**config.mk**
```make
export PLATFORM = sky130hd
export DESIGN_NAME = alu8_flags
export DESIGN_NICKNAME = d
export VERILOG_FILES = /design/src/rtl/alu8_pkg.sv /design/src/rtl/alu8_adder.sv /design/src/rtl/alu8_logic.sv /design/src/rtl/alu8_statgen.sv /design/src/rtl/alu8_flags.sv
export SDC_FILE = /design/constraint.sdc
export NUM_CORES = 1
export LEC_CHECK = 0
export BUFFER_PORTS_ARGS = -buffer_cell sky130_fd_sc_hd__buf_4
export CAP_MARGIN = 20
export CORE_MARGIN = 4
export CORE_UTILIZATION = 35
export CTS_CLUSTER_DIAMETER = 40
export DETAILED_ROUTE_END_ITERATION = 7
export PLACE_DENSITY_LB_ADDON = 0.25
export SYNTH_ARGS = -nofsm -noshare
export SYNTH_HDL_FRONTEND = slang
export SYNTH_SLANG_ARGS = --single-unit
```
**constraint.sdc**
```tcl
create_clock -name clk -period 4.9 [get_ports clk]
set_input_delay 0.49 -clock clk [delete_from_list [all_inputs] [get_ports clk]]
set_output_delay 0.49 -clock clk [all_outputs]
set_load 0.1 [all_outputs]
```
**src/rtl/alu8_pkg.sv**
```systemverilog
package alu8_pkg;
    localparam logic [3:0] OP_ADD = 4'd0;
    localparam logic [3:0] OP_ADC = 4'd1;
    localparam logic [3:0] OP_SUB = 4'd2;
    localparam logic [3:0] OP_SBB = 4'd3;
    localparam logic [3:0] OP_INC = 4'd4;
    localparam logic [3:0] OP_DEC = 4'd5;
    localparam logic [3:0] OP_AND = 4'd6;
    localparam logic [3:0] OP_OR  = 4'd7;
    localparam logic [3:0] OP_XOR = 4'd8;
    localparam logic [3:0] OP_CMP = 4'd9;
    localparam logic [3:0] OP_CPL = 4'd10;
    localparam logic [3:0] OP_ROL = 4'd11;
    localparam logic [3:0] OP_ROR = 4'd12;

    // bit positions inside the flags byte
    localparam int FB_SIGN = 7;
    localparam int FB_ZERO = 6;
    localparam int FB_HALF = 4;
    localparam int FB_PAR  = 2;
    localparam int FB_ONE  = 1;
    localparam int FB_CARRY = 0;

    typedef struct packed {
        logic sgn;
        logic zro;
        logic hcy;
        logic par;
        logic cry;
    } cond_t;

    localparam cond_t COND_RESET = '{sgn: 1'b0, zro: 1'b0, hcy: 1'b0, par: 1'b0, cry: 1'b0};
endpackage

```
**src/rtl/alu8_adder.sv**
```systemverilog
module alu8_adder #(
    parameter int WIDTH = 8
) (
    input  logic [WIDTH-1:0] a_i,
    input  logic [WIDTH-1:0] b_i,
    input  logic             c0_i,
    output logic [WIDTH-1:0] sum_o,
    output logic             chalf_o,
    output logic             cout_o
);
    localparam int NIB = WIDTH / 2;
    localparam int HI  = WIDTH - NIB;

    logic [NIB:0] lo_sum;
    logic [HI:0]  hi_sum;

    always_comb begin
        lo_sum = {1'b0, a_i[NIB-1:0]} + {1'b0, b_i[NIB-1:0]} + {{NIB{1'b0}}, c0_i};
        hi_sum = {1'b0, a_i[WIDTH-1:NIB]} + {1'b0, b_i[WIDTH-1:NIB]} + {{HI{1'b0}}, lo_sum[NIB]};
        sum_o   = {hi_sum[HI-1:0], lo_sum[NIB-1:0]};
        chalf_o = lo_sum[NIB];
        cout_o  = hi_sum[HI];
    end
endmodule

```
**src/rtl/alu8_logic.sv**
```systemverilog
module alu8_logic
    import alu8_pkg::*;
#(
    parameter int WIDTH = 8
) (
    input  logic [WIDTH-1:0] a_i,
    input  logic [WIDTH-1:0] b_i,
    input  logic [3:0]       sel_i,
    output logic [WIDTH-1:0] res_o,
    output logic             wrap_o
);
    always_comb begin
        res_o  = a_i;
        wrap_o = 1'b0;
        case (sel_i)
            OP_AND: res_o = a_i & b_i;
            OP_OR:  res_o = a_i | b_i;
            OP_XOR: res_o = a_i ^ b_i;
            OP_CPL: res_o = ~a_i;
            OP_ROL: begin
                res_o  = {a_i[WIDTH-2:0], a_i[WIDTH-1]};
                wrap_o = a_i[WIDTH-1];
            end
            OP_ROR: begin
                res_o  = {a_i[0], a_i[WIDTH-1:1]};
                wrap_o = a_i[0];
            end
            default: res_o = a_i;
        endcase
    end
endmodule

```
**src/rtl/alu8_statgen.sv**
```systemverilog
module alu8_statgen #(
    parameter int WIDTH = 8
) (
    input  logic [WIDTH-1:0] val_i,
    output logic             sgn_o,
    output logic             zro_o,
    output logic             par_o
);
    logic [WIDTH:0] par_chain;

    assign par_chain[0] = 1'b1;
    for (genvar g = 0; g < WIDTH; g++) begin : g_par
        assign par_chain[g+1] = par_chain[g] ^ val_i[g];
    end

    assign sgn_o = val_i[WIDTH-1];
    assign zro_o = (val_i == '0);
    assign par_o = par_chain[WIDTH];
endmodule

```
**src/rtl/alu8_flags.sv**
```systemverilog
module alu8_flags
    import alu8_pkg::*;
#(
    parameter int WIDTH = 8
) (
    input  logic             clk,
    input  logic             rst_n,
    input  logic             op_en,
    input  logic [3:0]       op_i,
    input  logic [WIDTH-1:0] acc_i,
    input  logic [WIDTH-1:0] opnd_i,
    input  logic             cin_i,
    output logic [WIDTH-1:0] result_o,
    output logic [7:0]       flags_o
);
    logic [WIDTH-1:0] add_b;
    logic             add_c0;
    logic [WIDTH-1:0] add_sum;
    logic             add_chalf;
    logic             add_cout;
    logic [WIDTH-1:0] lg_res;
    logic             lg_wrap;
    logic [WIDTH-1:0] stat_src;
    logic             st_sgn;
    logic             st_zro;
    logic             st_par;
    logic             is_arith;
    cond_t            cond_d;
    cond_t            cond_q;

    // operand conditioning for the shared adder
    always_comb begin
        add_b  = '0;
        add_c0 = 1'b0;
        case (op_i)
            OP_ADD: begin add_b = opnd_i;  add_c0 = 1'b0;   end
            OP_ADC: begin add_b = opnd_i;  add_c0 = cin_i;  end
            OP_SUB,
            OP_CMP: begin add_b = ~opnd_i; add_c0 = 1'b1;   end
            OP_SBB: begin add_b = ~opnd_i; add_c0 = ~cin_i; end
            OP_INC: begin add_b = '0;      add_c0 = 1'b1;   end
            OP_DEC: begin add_b = '1;      add_c0 = 1'b0;   end
            default: begin add_b = '0;     add_c0 = 1'b0;   end
        endcase
    end

    alu8_adder #(.WIDTH(WIDTH)) u_adder (
        .a_i     (acc_i),
        .b_i     (add_b),
        .c0_i    (add_c0),
        .sum_o   (add_sum),
        .chalf_o (add_chalf),
        .cout_o  (add_cout)
    );

    alu8_logic #(.WIDTH(WIDTH)) u_logic (
        .a_i    (acc_i),
        .b_i    (opnd_i),
        .sel_i  (op_i),
        .res_o  (lg_res),
        .wrap_o (lg_wrap)
    );

    assign is_arith = (op_i <= OP_DEC) || (op_i == OP_CMP);
    assign stat_src = is_arith ? add_sum : lg_res;

    alu8_statgen #(.WIDTH(WIDTH)) u_stat (
        .val_i (stat_src),
        .sgn_o (st_sgn),
        .zro_o (st_zro),
        .par_o (st_par)
    );

    // result selection
    always_comb begin
        if (op_i == OP_CMP) begin
            result_o = acc_i;
        end else if (is_arith) begin
            result_o = add_sum;
        end else begin
            result_o = lg_res;
        end
    end

    // next flag state
    always_comb begin
        cond_d = cond_q;
        if (op_en) begin
            case (op_i)
                OP_ADD, OP_ADC: begin
                    cond_d.sgn = st_sgn;
                    cond_d.zro = st_zro;
                    cond_d.par = st_par;
                    cond_d.hcy = add_chalf;
                    cond_d.cry = add_cout;
                end
                OP_SUB, OP_SBB, OP_CMP: begin
                    cond_d.sgn = st_sgn;
                    cond_d.zro = st_zro;
                    cond_d.par = st_par;
                    cond_d.hcy = add_chalf;
                    cond_d.cry = ~add_cout;
                end
                OP_INC, OP_DEC: begin
                    cond_d.sgn = st_sgn;
                    cond_d.zro = st_zro;
                    cond_d.par = st_par;
                    cond_d.hcy = add_chalf;
                end
                OP_AND: begin
                    cond_d.sgn = st_sgn;
                    cond_d.zro = st_zro;
                    cond_d.par = st_par;
                    cond_d.hcy = 1'b1;
                    cond_d.cry = 1'b0;
                end
                OP_OR, OP_XOR: begin
                    cond_d.sgn = st_sgn;
                    cond_d.zro = st_zro;
                    cond_d.par = st_par;
                    cond_d.hcy = 1'b0;
                    cond_d.cry = 1'b0;
                end
                OP_ROL, OP_ROR: begin
                    cond_d.cry = lg_wrap;
                end
                default: cond_d = cond_q;
            endcase
        end
    end

    always_ff @(posedge clk or negedge rst_n) begin
        if (!rst_n) begin
            cond_q <= COND_RESET;
        end else begin
            cond_q <= cond_d;
        end
    end

    always_comb begin
        flags_o           = 8'h00;
        flags_o[FB_SIGN]  = cond_q.sgn;
        flags_o[FB_ZERO]  = cond_q.zro;
        flags_o[FB_HALF]  = cond_q.hcy;
        flags_o[FB_PAR]   = cond_q.par;
        flags_o[FB_ONE]   = 1'b1;
        flags_o[FB_CARRY] = cond_q.cry;
    end
endmodule

```
; ---- Word-level counts from Yosys, hierarchy flattened
; Cells that the tools add are included.
; W data, S select, Z words.
[word_totals]
ff_bits = 5
latch_bits = 0
ramBits = 0
mem_bits_ro = 0
mem_count = 0
[op_classes]
addsub = 4
mul = 0
n_div = 0
n_lt_le_gt_ge = 1
n_eq_ne = 12
n_shift = 0
muxes = 8
n_bitwise = 15
reduce_logical = 14
[op_table]
columns = operator, n
row1 = $pmux W8 S6, 1
row2 = $pmux W8 S3, 1
row3 = $eq A4 B4 Y1 const B, 5
row4 = $eq A4 B3 Y1 const B, 4
row5 = $mux W8, 2
row6 = $not A8 Y8, 2
row7 = $pmux W4 S3, 1
row8 = $add A4 B4 Y5, 2
row9 = $add A5 B1 Y5, 2
row10 = $reduce_or A3 Y1, 3
row11 = $and A8 B8 Y8, 1
row12 = $eq A4 B2 Y1 const B, 2
row13 = $logic_not A8 Y1, 1
row14 = $or A8 B8 Y8, 1
row15 = $xor A8 B8 Y8, 1
row16 = $reduce_or A7 Y1, 1
row17 = $xor A1 B1 Y1, 7
row18 = $reduce_or A2 Y1, 3
row19 = $eq A4 B1 Y1 const B, 1
row20 = $le A4 B3 Y1 const B, 1
row21 = $logic_not A4 Y1, 1
row22 = $pmux W1 S4, 1
row23 = $reduce_and A2 Y1, 2
row24 = $reduce_bool A4 Y1, 1
row25 = other kinds (5), 7

; ---- Longest topological paths before layout
; Gate-level depths: netlist (run 1).
[depth]
word_depth = 16
depth_mapped = 22

; ---- Cells and area by module
; Synthesis (run 1) repeated with hierarchy kept, for this count alone.
[unflattened]
cells_unflattened = 257
hier_area_um2 = 2033.2
[modules_own_cells]
columns = mod, instances, cells_per_inst, area_each_um2, seq_area_each_um2
row1 = alu8_logic, 1, 117, 839.6, 0.0
row2 = alu8_flags, 1, 97, 793.3, 125.1
row3 = alu8_adder, 1, 33, 287.8, 0.0
row4 = alu8_statgen, 1, 10, 112.6, 0.0

; ---- Worst setup path after synthesis (run 1)
; Ideal clock, no wire load.
[synth_timing]
path_kind = input to output
start = in op_i[1]
end = out result_o[7]
t_arrival_ns = 4.749
required_ns = 4.410
setup_slack_ns = -0.339
path_stages = 18
path_cell_list = buf_6 > clkbuf_1 > buf_1 > nor2_1 > nand2_1 > o21ai_0 > a22oi_1 > fa_1 > fa_1 > nor2b_1 > o21ai_0 > nand2b_1 > fa_1 > a21o_1 > a21oi_1 > xnor2_1 > a21oi_1 > mux2i_1
[synth_between]
elab_chain_len = 8
word_cells_on_any_way = 27
classes_between = 4 x add/sub / 1 x order compare / 12 x eq/ne / 5 x mux / 5 x reduce/logical
[synth_lines]
columns = item, line_no
row1 = start: declaration, alu8_flags.sv:9  ; input logic [3:0] op_i,
row2 = $eq A4 B4 Y1 (tied with other cells), "alu8_flags.sv:35, alu8_flags.sv:64, alu8_flags.sv:76"
row3 = $reduce_or A3 Y1 (no line) or $reduce_or A2 Y1 (tied branches), n/a
row4 = $pmux W8 S3, alu8_flags.sv:35  ; case (op_i)
row5 = $add A4 B4 Y5, alu8_adder.sv:18  ; lo_sum = {1'b0, a_i[NIB-1:0]} + {1'b0, b_i[NIB-1:0]} + {{NIB{1'b0}}, c0_i};
row6 = $add A5 B1 Y5, alu8_adder.sv:18
row7 = $add A5 B1 Y5, alu8_adder.sv:19  ; hi_sum = {1'b0, a_i[WIDTH-1:NIB]} + {1'b0, b_i[WIDTH-1:NIB]} + {{HI{1'b0}}, lo_sum[NIB]};
row8 = $mux W8, alu8_flags.sv:78  ; end else if (is_arith) begin
row9 = $mux W8 *, alu8_flags.sv:76  ; if (op_i == OP_CMP) begin
row10 = end: declaration, alu8_flags.sv:13  ; output logic [WIDTH-1:0] result_o,
; Mark *: on every way between the ends. The rest lies on a longest branch, timed or not.

; ---- Worst setup path in the final report (run 1)
[layout_timing]
start = in op_i[3]
end = out result_o[6]
; Same word-level chain as after synthesis.

==> results of run 1 <==
-- how the worst min path moves through the flow --
stage | to | depth (start not counted) | slack, ns
after CTS | flags_o[4] | 1 | 0.06
after floorplan | flags_o[0] | 0 | 0.19
after global placement | flags_o[2] | 1 | 0.29
after global routing | flags_o[2] | 1 | 0.06
final | flags_o[2] | 1 | 0.06
after detailed placement | flags_o[2] | 1 | 0.29
-- routing by layer --
| layer | vias to the layer above | global-route usage, % |
|---|---|---|
| met1 | 1054 | 26.55 |
| met2 | 108 | 29.23 |
| li1 | 1052 | - |
| met4 | 0 | 4.678 |
| met5 | - | 0 |
| met3 | 14 | 2.073 |
-- area by class of cell --
cell class	count	area share (%)
Multi-Input combinational cell	222	70.50
Timing Repair Buffer	45	14.32
Tap cell	72	3.820
Sequential cell	5	5.305
Inverter	26	4.138
Clock buffer	4	1.910
-- power groups by stage --
stage	sequential, mW	combinational (mW)	clock (mW)
finish	0.0546	0.467	0.0770
global route	0.0560	0.496	0.0818
CTS	0.0546	0.465	0.0787
detailed placement	0.0550	0.464	0
global placement	0.0549	0.464	0
floorplan	0.116	0.300	0
-- cells by family after synthesis --
group	Yosys count	share of synthesized area, %
adders and majority gates	27	18.43
buffers and inverters	46	11.03
DFF	5	6.270
xor gates and xnor gates	7	4.452
other	2	0.3763
and+or+nand+nor	65	15.74
AOI/OAI and AO/OA	104	35.42
muxes	16	8.276
-- cells in the final DEF (no fill, tap or decap), types with 7 or more instances in the layout --
| cell type | n |
|---|---|
| buf_4 | 45 |
| nand2_1 | 26 |
| a21oi_1 | 25 |
| inv_1 | 23 |
| ha_1 | 23 |
| o21ai_0 | 18 |
| nor2_1 | 12 |
| mux2i_1 | 11 |
| o22ai_1 | 10 |
| a22oi_1 | 9 |
| o21ai_1 | 7 |
-- timing repair --
item | 4_1_cts | 5_1_grt
resized for setup | 0 | 2
hold endpoints to repair | 0 | 0
endpoints found under the setup margin | 0 | 2
-- Yosys cell counts, types with 3 or more instances --
cell,n,area share (%)
o21ai_0,21,5.3
mux2i_1,12,6.0
o21ai_1,4,1.0
inv_1,23,4.3
nand2_1,26,4.9
o211ai_1,4,1.5
mux2_2,4,2.3
buf_2,5,1.3
nor2_1,12,2.3
buf_4,7,2.6
a22o_1,6,2.6
xor2_1,3,1.3
ha_1,23,14
a21oi_1,25,6.3
clkbuf_1,4,0.75
nor2b_1,8,2.5
o22ai_1,10,3.1
a221oi_1,5,2.2
inv_2,3,0.56
fa_1,4,4.0
nor3_1,3,0.75
dfrtp_1,5,6.3
a22oi_1,9,3.4
nand2b_1,6,1.9
-- worst reg2reg max path, stage by stage (launching register included) --
cell,delay (ns)
dfrtp_1,0.38
nand2_1,0.06
o21ai_1,0.09
==> flow_summary.yaml, run 1 <==
outcome:
  status: "finished clean"
critical_path:
  path_buf_inv: 3
  critPathSlowestCell: "fa_1"
  startpoint: "op_i[3]"
  cp_common_cell: "fa_1"
  worstSetupEndpointType: "output port"
  reg2reg_slack_ns: 4.24
  cp.depth: 17
  cp_top_family: "adder cells"
  path_cells: "buf_4, nor2b_2, a21oi_1, o21ai_0, a22oi_1, fa_1, fa_1, nor2b_1, o21ai_0, nand2b_1, fa_1, inv_1, fa_1, xor2_1, a32oi_1, mux2_2, buf_4"
  critPathMaxStageDelay_ns: 0.45
  worst-setup-path-type: "in -> out"
  reg2reg_from: "flags_o[6]"
  cp_max_fo: 21
  start_kind: "input pin"
  rr_worst_depth: 2
  setup.worst_path.end: "result_o[6]"
  r2r_end: "flags_o[6]"
  arrival_ns: 4.14
  required_ns: 4.41
place:
  place_hpwl_mm: 5.025
  dp.cells: 370
  postPlaceCellArea_sq_um: 2308
  place.gp.congestion: 0.8699
  pre_cts_ws_ns: 0.1915
  port_buffers: 36
timing:
  tns_ns: 0
  rsz0062_at_grt: "false"
  fin_crit_sh_pct: 94.48
  worst_slack_ns: 0.2704
  hold_viol: 0
  fmax_ghz: 0.2160
  finalCriticalPeriod_ns: 4.630
  hold_ws_ns: 0.06076
  finalMaxSlewViolations: 0
  maxSlewHeadroom_pct: 24.20
  worst_pin_slew_ns: 1.133
  setup_viol: 0
  clock_skew_ns: 0
cells_and_area:
  areaGrowthSynthToFinish_pct: 18.18
  area.sequential_sq_um: 125.1
  fin_util_pct: 42.83
  final_cell_area_sq_um: 2359
  largest_reg_flops: 5
  fillCellCount: 595
  drive_above_1_share_pct: 21.19
  nets: 354
  multi_input_area_sq_um: 1663
  fin_cells: 374
  antenna_cells: 0
pwr:
  switching_share_pct: 57.86
  vdd.ir_drop.worst_uv: 238.8
  p_leak_nw: 1.119
  seqPwrFrac_pct: 9.1
  internal_power_mw: 0.2523
  pwr-share-clk_pct: 12.9
  totalPowerFinal_mw: 0.5988
  p_switching_mw: 0.3465
  power.density_nw_per_um2: 253.9
  power.share.combinational_pct: 78.0
drt:
  top_layer: "met4"
  wl_met1_mm: 3.022
  wl_met2_mm: 3.000
  wl_met3_um: 471
  drt-total-wl_mm: 6.659
  drc: 0
  post_drt_wl_per_cell_um: 17.80
  drt_iter0_markers: 223
  drtAntennaViolNets: 0
  firstDrtPassIters: 5
  via_count: 2228
  viasPerCell: 5.957
floorplanning:
  fp-row-count: 27
  coreArea_sq_um: 5507
  start_util_pct: 36.24
  die_w_um: 83.51
  io_pins: 40
  dieArea_sq_um: 6974
  die_y_um: 83.51
clock_tree:
  cts_sinks: 5
  htree_levels: 1
  clk_latency_ns: 0.22
  clkTransAtPathRegs_ns: 0.04
  holdBufCountCts: 0
  cts_setup_buffers: 0
  cts_tree: "done"
  cts_buffer_depth: 2
  numCtsBuffers: 3
  root_buffer: "clkbuf_8"
yosys:
  netlist_area_sq_um: 1996
  synth-seq-area-share_pct: 6.270
  synth-edff-count: 0
  synth_seq_cells: 5
  yosys_warnings: 0
  netlist_instances: 272
  async_reset_ff_share_pct: 100.0
  yosysUniqueCellTypes: 53
  synth_top_flop_cell: "dfrtp_1"
  avgSynthCellArea_sq_um: 7.337
global_routing:
  grt_remaining_overflow: 0
  antenna_found_initial: 0
  grt_max_degree: 30
  grt_pass1_vias: 2039
  grt_usage_pct: 18.43
  grt_pass1_wl_mm: 10.64
worst_hold_path:
  min_path_type: "in -> async"
job:
  maxCapViolCount: 0
Power figures use the tool's default switching activity.
==> run 2: changes to the inputs <==
- CORE_UTILIZATION: 35 -> 40
==> run 2 against run 1 <==
Sequential power down 1%. Via count is 0.27% lower. Cell area rose by 1.2%. Hold slack got worse by 0.0043 ns. Critical path depth stayed put. Non-clock buffer count increased by 4. Setup slack gained 0.12 ns. Clock power hardly changed. Cell count down 0.27%. Global-route usage grew 2.6 points. Maximum frequency is 2.8% higher. First-iteration DRC count is 27% lower.
==> flow_summary.yaml, run 2 (synthesized netlist as in run 1, its figures left out) <==
global_routing:
  grt_remaining_overflow: 0
  grt_pass1_vias: 2115
  antenna_found_initial: 0
  grt_max_degree: 23
  grt_pass1_wl_mm: 10.57
  grt_usage_pct: 21.08
pwr:
  seqPwrFrac_pct: 9.0
  p_leak_nw: 1.140
  switching_share_pct: 57.31
  internal_power_mw: 0.2571
  pwr-share-clk_pct: 12.8
  power.density_nw_per_um2: 252.3
  power.share.combinational_pct: 78.2
  p_switching_mw: 0.3451
  totalPowerFinal_mw: 0.6023
  vdd.ir_drop.worst_uv: 134.6
cells_and_area:
  final_cell_mix: "buf_4, nand2_1, a21oi_1"
  largest_reg_flops: 5
  final_common_cell: "buf_4"
  nets: 358
  final_cell_area_sq_um: 2387
  drive_above_1_share_pct: 21.90
  area.sequential_sq_um: 125.1
  fillCellCount: 512
  fin_cells: 373
  multi_input_area_sq_um: 1660
  areaGrowthSynthToFinish_pct: 19.62
  antenna_cells: 0
  fin_util_pct: 49.88
drt:
  post_drt_wl_per_cell_um: 16.94
  drt-total-wl_mm: 6.319
  firstDrtPassIters: 5
  via_count: 2222
  drt_iter0_markers: 163
  drc: 0
  drtAntennaViolNets: 0
  viasPerCell: 5.957
place:
  place.gp.congestion: 0.9034
  postPlaceCellArea_sq_um: 2325
  pre_cts_ws_ns: 0.3222
  port_buffers: 36
  place_hpwl_mm: 4.863
  dp.cells: 368
floorplanning:
  io_pins: 40
  die_y_um: 78.64
  fp-row-count: 25
  die_w_um: 78.64
  coreArea_sq_um: 4786
  start_util_pct: 41.70
  dieArea_sq_um: 6183
critical_path:
  cp_max_fo: 12
  rr_worst_depth: 2
  required_ns: 4.41
  worst-setup-path-type: "in -> out"
  worstSetupEndpointType: "output port"
  reg2reg_from: "flags_o[4]"
  arrival_ns: 4.01
  startpoint: "op_i[0]"
  reg2reg_slack_ns: 4.24
  start_kind: "input pin"
  r2r_end: "flags_o[4]"
clock_tree:
  cts_resized: 0
  numCtsBuffers: 3
  clkTransAtPathRegs_ns: 0.03
  root_buffer: "clkbuf_8"
  cts_setup_buffers: 0
  clk_latency_ns: 0.22
  cts_buffer_depth: 2
  cts_sinks: 5
  cts_tree: "done"
  holdBufCountCts: 0
  htree_levels: 1
timing:
  finalMaxSlewViolations: 0
  finalCriticalPeriod_ns: 4.505
  hold_viol: 0
  maxSlewHeadroom_pct: 62.89
  clock_skew_ns: 0
  fmax_ghz: 0.2220
  rsz0062_at_grt: "false"
  worst_slack_ns: 0.3951
  hold_ws_ns: 0.05647
  tns_ns: 0
  worst_pin_slew_ns: 0.5566
  setup_viol: 0
  fin_crit_sh_pct: 91.94
outcome:
  status: "finished clean"
job:
  maxCapViolCount: 0
worst_hold_path:
  min_path_type: "in -> async"
[run 2: cell count changes in the layout (fill, tap and decap cells not counted), sizes merged]
| cell | delta |
|---|---|
| buf | +4 |
[run 2: power by group through the flow]
stage	logic, mW	registers (mW)	clock network, mW
after CTS	0.469	0.0541	0.0786
after floorplan	0.300	0.116	0
after global routing	0.504	0.0550	0.0814
final	0.471	0.0539	0.0772
after detailed placement	0.467	0.0546	0
after global placement	0.467	0.0545	0
[run 2: area by class of cell]
| cell class | count | area share (%) |
|---|---|---|
| Clock buffer | 4 | 1.887 |
| Timing Repair Buffer | 49 | 15.72 |
| Sequential cell | 5 | 5.241 |
| Multi-Input combinational cell | 222 | 69.55 |
| Tap cell | 67 | 3.512 |
| Inverter | 26 | 4.088 |
[run 2: worst max path at each step]
stage	to	slack, ns
after floorplan	result_o[7]	0.11
after global placement	result_o[6]	0.45
after detailed placement	result_o[6]	0.32
after CTS	result_o[6]	0.31
after global routing	result_o[6]	0.03
final	result_o[6]	0.40
[run 2: worst max-delay path: stages]
cell,delay [ns]
buf_4,0.15
nor2b_1,0.26
a21oi_1,0.12
o21ai_0,0.17
a22oi_1,0.11
fa_1,0.44
fa_1,0.41
nor2b_1,0.11
o21ai_0,0.07
nand2b_1,0.15
fa_1,0.23
inv_1,0.06
fa_1,0.40
xor2_1,0.17
a32oi_1,0.22
mux2_2,0.21
buf_6,0.22
[run 2: layer usage]
layer  vias up  share of wire, %  global-route usage, %
met5         -                 0                      0
met4         0               1.3                  5.594
met3        11               7.9                  4.472
met2        95                47                  34.38
met1      1053                44                  28.00
li1       1063                 -                      -
==> run 3: changes to the inputs <==
- CORE_UTILIZATION: 40 -> 57
==> run 3 against run 2 <==
Global-route usage is 6.6 points higher. Critical path depth stayed put. Cell count is 6.4% lower. First-iteration DRC count is 66% higher. Non-clock buffer count is 3 lower.
==> flow_summary.yaml, run 3 (synthesized netlist as in run 1, its figures left out) <==
floorplanning:
  die_y_um: 67.17
  start_util_pct: 59.34
  die_w_um: 67.17
  coreArea_sq_um: 3363
  io_pins: 40
  dieArea_sq_um: 4512
  fp-row-count: 21
critical_path:
  cp_max_fo: 27
  reg2reg_from: "flags_o[7]"
  rr_worst_depth: 2
  cp.depth: 17
  cp_top_family: "adder cells"
  start_kind: "input pin"
  required_ns: 4.41
  worst-setup-path-type: "in -> out"
  arrival_ns: 4.09
  worstSetupEndpointType: "output port"
  path_buf_inv: 3
  path_cells: "buf_4, nor2b_1, a21oi_1, o21ai_0, a22oi_1, fa_1, fa_1, nor2b_1, o21ai_0, nand2b_1, fa_1, inv_1, fa_1, xor2_1, a32oi_1, mux2_2, buf_4"
  cp_common_cell: "fa_1"
  critPathSlowestCell: "fa_1"
  startpoint: "op_i[3]"
  critPathMaxStageDelay_ns: 0.44
cells_and_area:
  nets: 355
  drive_above_1_share_pct: 21.12
  largest_reg_flops: 5
  fillCellCount: 309
  final_cell_mix: "buf_4, nand2_1, a21oi_1"
  fin_cells: 349
  areaGrowthSynthToFinish_pct: 15.86
  area.sequential_sq_um: 125.1
  antenna_cells: 0
  multi_input_area_sq_um: 1660
  final_cell_area_sq_um: 2312
  final_common_cell: "buf_4"
global_routing:
  grt_pass1_wl_mm: 9.756
  grt_pass1_vias: 1985
  grt_remaining_overflow: 0
  antenna_found_initial: 0
  grt_usage_pct: 27.69
  grt_max_degree: 32
timing:
  maxSlewHeadroom_pct: 35.99
  tns_ns: 0
  hold_viol: 0
  fin_crit_sh_pct: 93.56
  setup_viol: 0
  hold_ws_ns: 0.03486
  fmax_ghz: 0.2181
  worst_slack_ns: 0.3156
  rsz0062_at_grt: "false"
  finalMaxSlewViolations: 0
  clock_skew_ns: 0
  finalCriticalPeriod_ns: 4.584
  worst_pin_slew_ns: 0.9566
place:
  place.gp.congestion: 1.021
  postPlaceCellArea_sq_um: 2283
  port_buffers: 36
  place_hpwl_mm: 4.592
  dp.cells: 345
  pre_cts_ws_ns: 0.3235
outcome:
  status: "finished clean"
drt:
  firstDrtPassIters: 5
  via_count: 2238
  drt-total-wl_mm: 5.981
  post_drt_wl_per_cell_um: 17.14
  drc: 0
  drtAntennaViolNets: 0
  viasPerCell: 6.413
  drt_iter0_markers: 271
clock_tree:
  cts_sinks: 5
  clkTransAtPathRegs_ns: 0.04
  htree_levels: 1
  cts_setup_buffers: 0
  cts_buffer_depth: 2
  cts_tree: "done"
  root_buffer: "clkbuf_4"
  numCtsBuffers: 3
  clk_latency_ns: 0.25
pwr:
  p_leak_nw: 1.115
  vdd.ir_drop.worst_uv: 112.9
  power.density_nw_per_um2: 246.8
job:
  maxCapViolCount: 0
worst_hold_path:
  min_path_type: "in -> async"
run 3: cell count changes in the layout (fill, tap and decap cells not counted):
cell | before | now
buf_4 | 47 | 46
buf_6 | 2 | 0
clkbuf_8 | 3 | 0
clkbuf_4 | 0 | 3
run 3: final timing paths:
path / end / slack, ns
hold reg to reg: flags_o[0] / 0.47
setup / recovery: result_o[6] / 0.32
max in group asynchronous: flags_o[2] / 4.75
setup reg to reg: flags_o[7] / 4.24
hold / removal: flags_o[4] / 0.03
min in group clk: flags_o[0] / 0.47
run 3: metrics by stage:
| stage | utilization (%) | power, mW |
|---|---|---|
| floorplan | - | 0.4157 |
| global placement | 67.89 | 0.5131 |
| detailed placement | 67.89 | 0.5181 |
| CTS | 68.68 | 0.5680 |
| global route | 68.75 | 0.6034 |
| finish | 68.75 | 0.5707 |
run 3: metal layers:
layer | vias to the layer above | GRT usage (%) | wire [um]
met3 | 15 | 0.9983 | 655
met5 | - | 0 | 0
met1 | 1011 | 38.39 | 2439
met4 | 0 | 5.063 | 113
li1 | 1048 | - | -
met2 | 164 | 47.98 | 2774
run 3: cell type report:
class,instances,area share [%]
tap,46,2.489
clock buffer,4,1.136
multi-input combinational,222,71.81
inverter,26,4.221
timing repair buffer,46,14.94
sequential,5,5.411
run 3: repair_timing:
action | CTS | global route
gates resized for setup | 0 | 1
endpoints found under the setup margin | 0 | 1
hold buffers | 0 | 0
run 3: report_power, final:
part | total [mW] | leakage (nW) | internal, mW | switching, mW
logic | 0.468 | 1.04 | 0.147 | 0.320
clock network | 0.0486 | 0.0150 | 0.0308 | 0.0177
registers | 0.0543 | 0.0649 | 0.0499 | 0.00438
total | 0.571 | 1.12 | 0.228 | 0.343
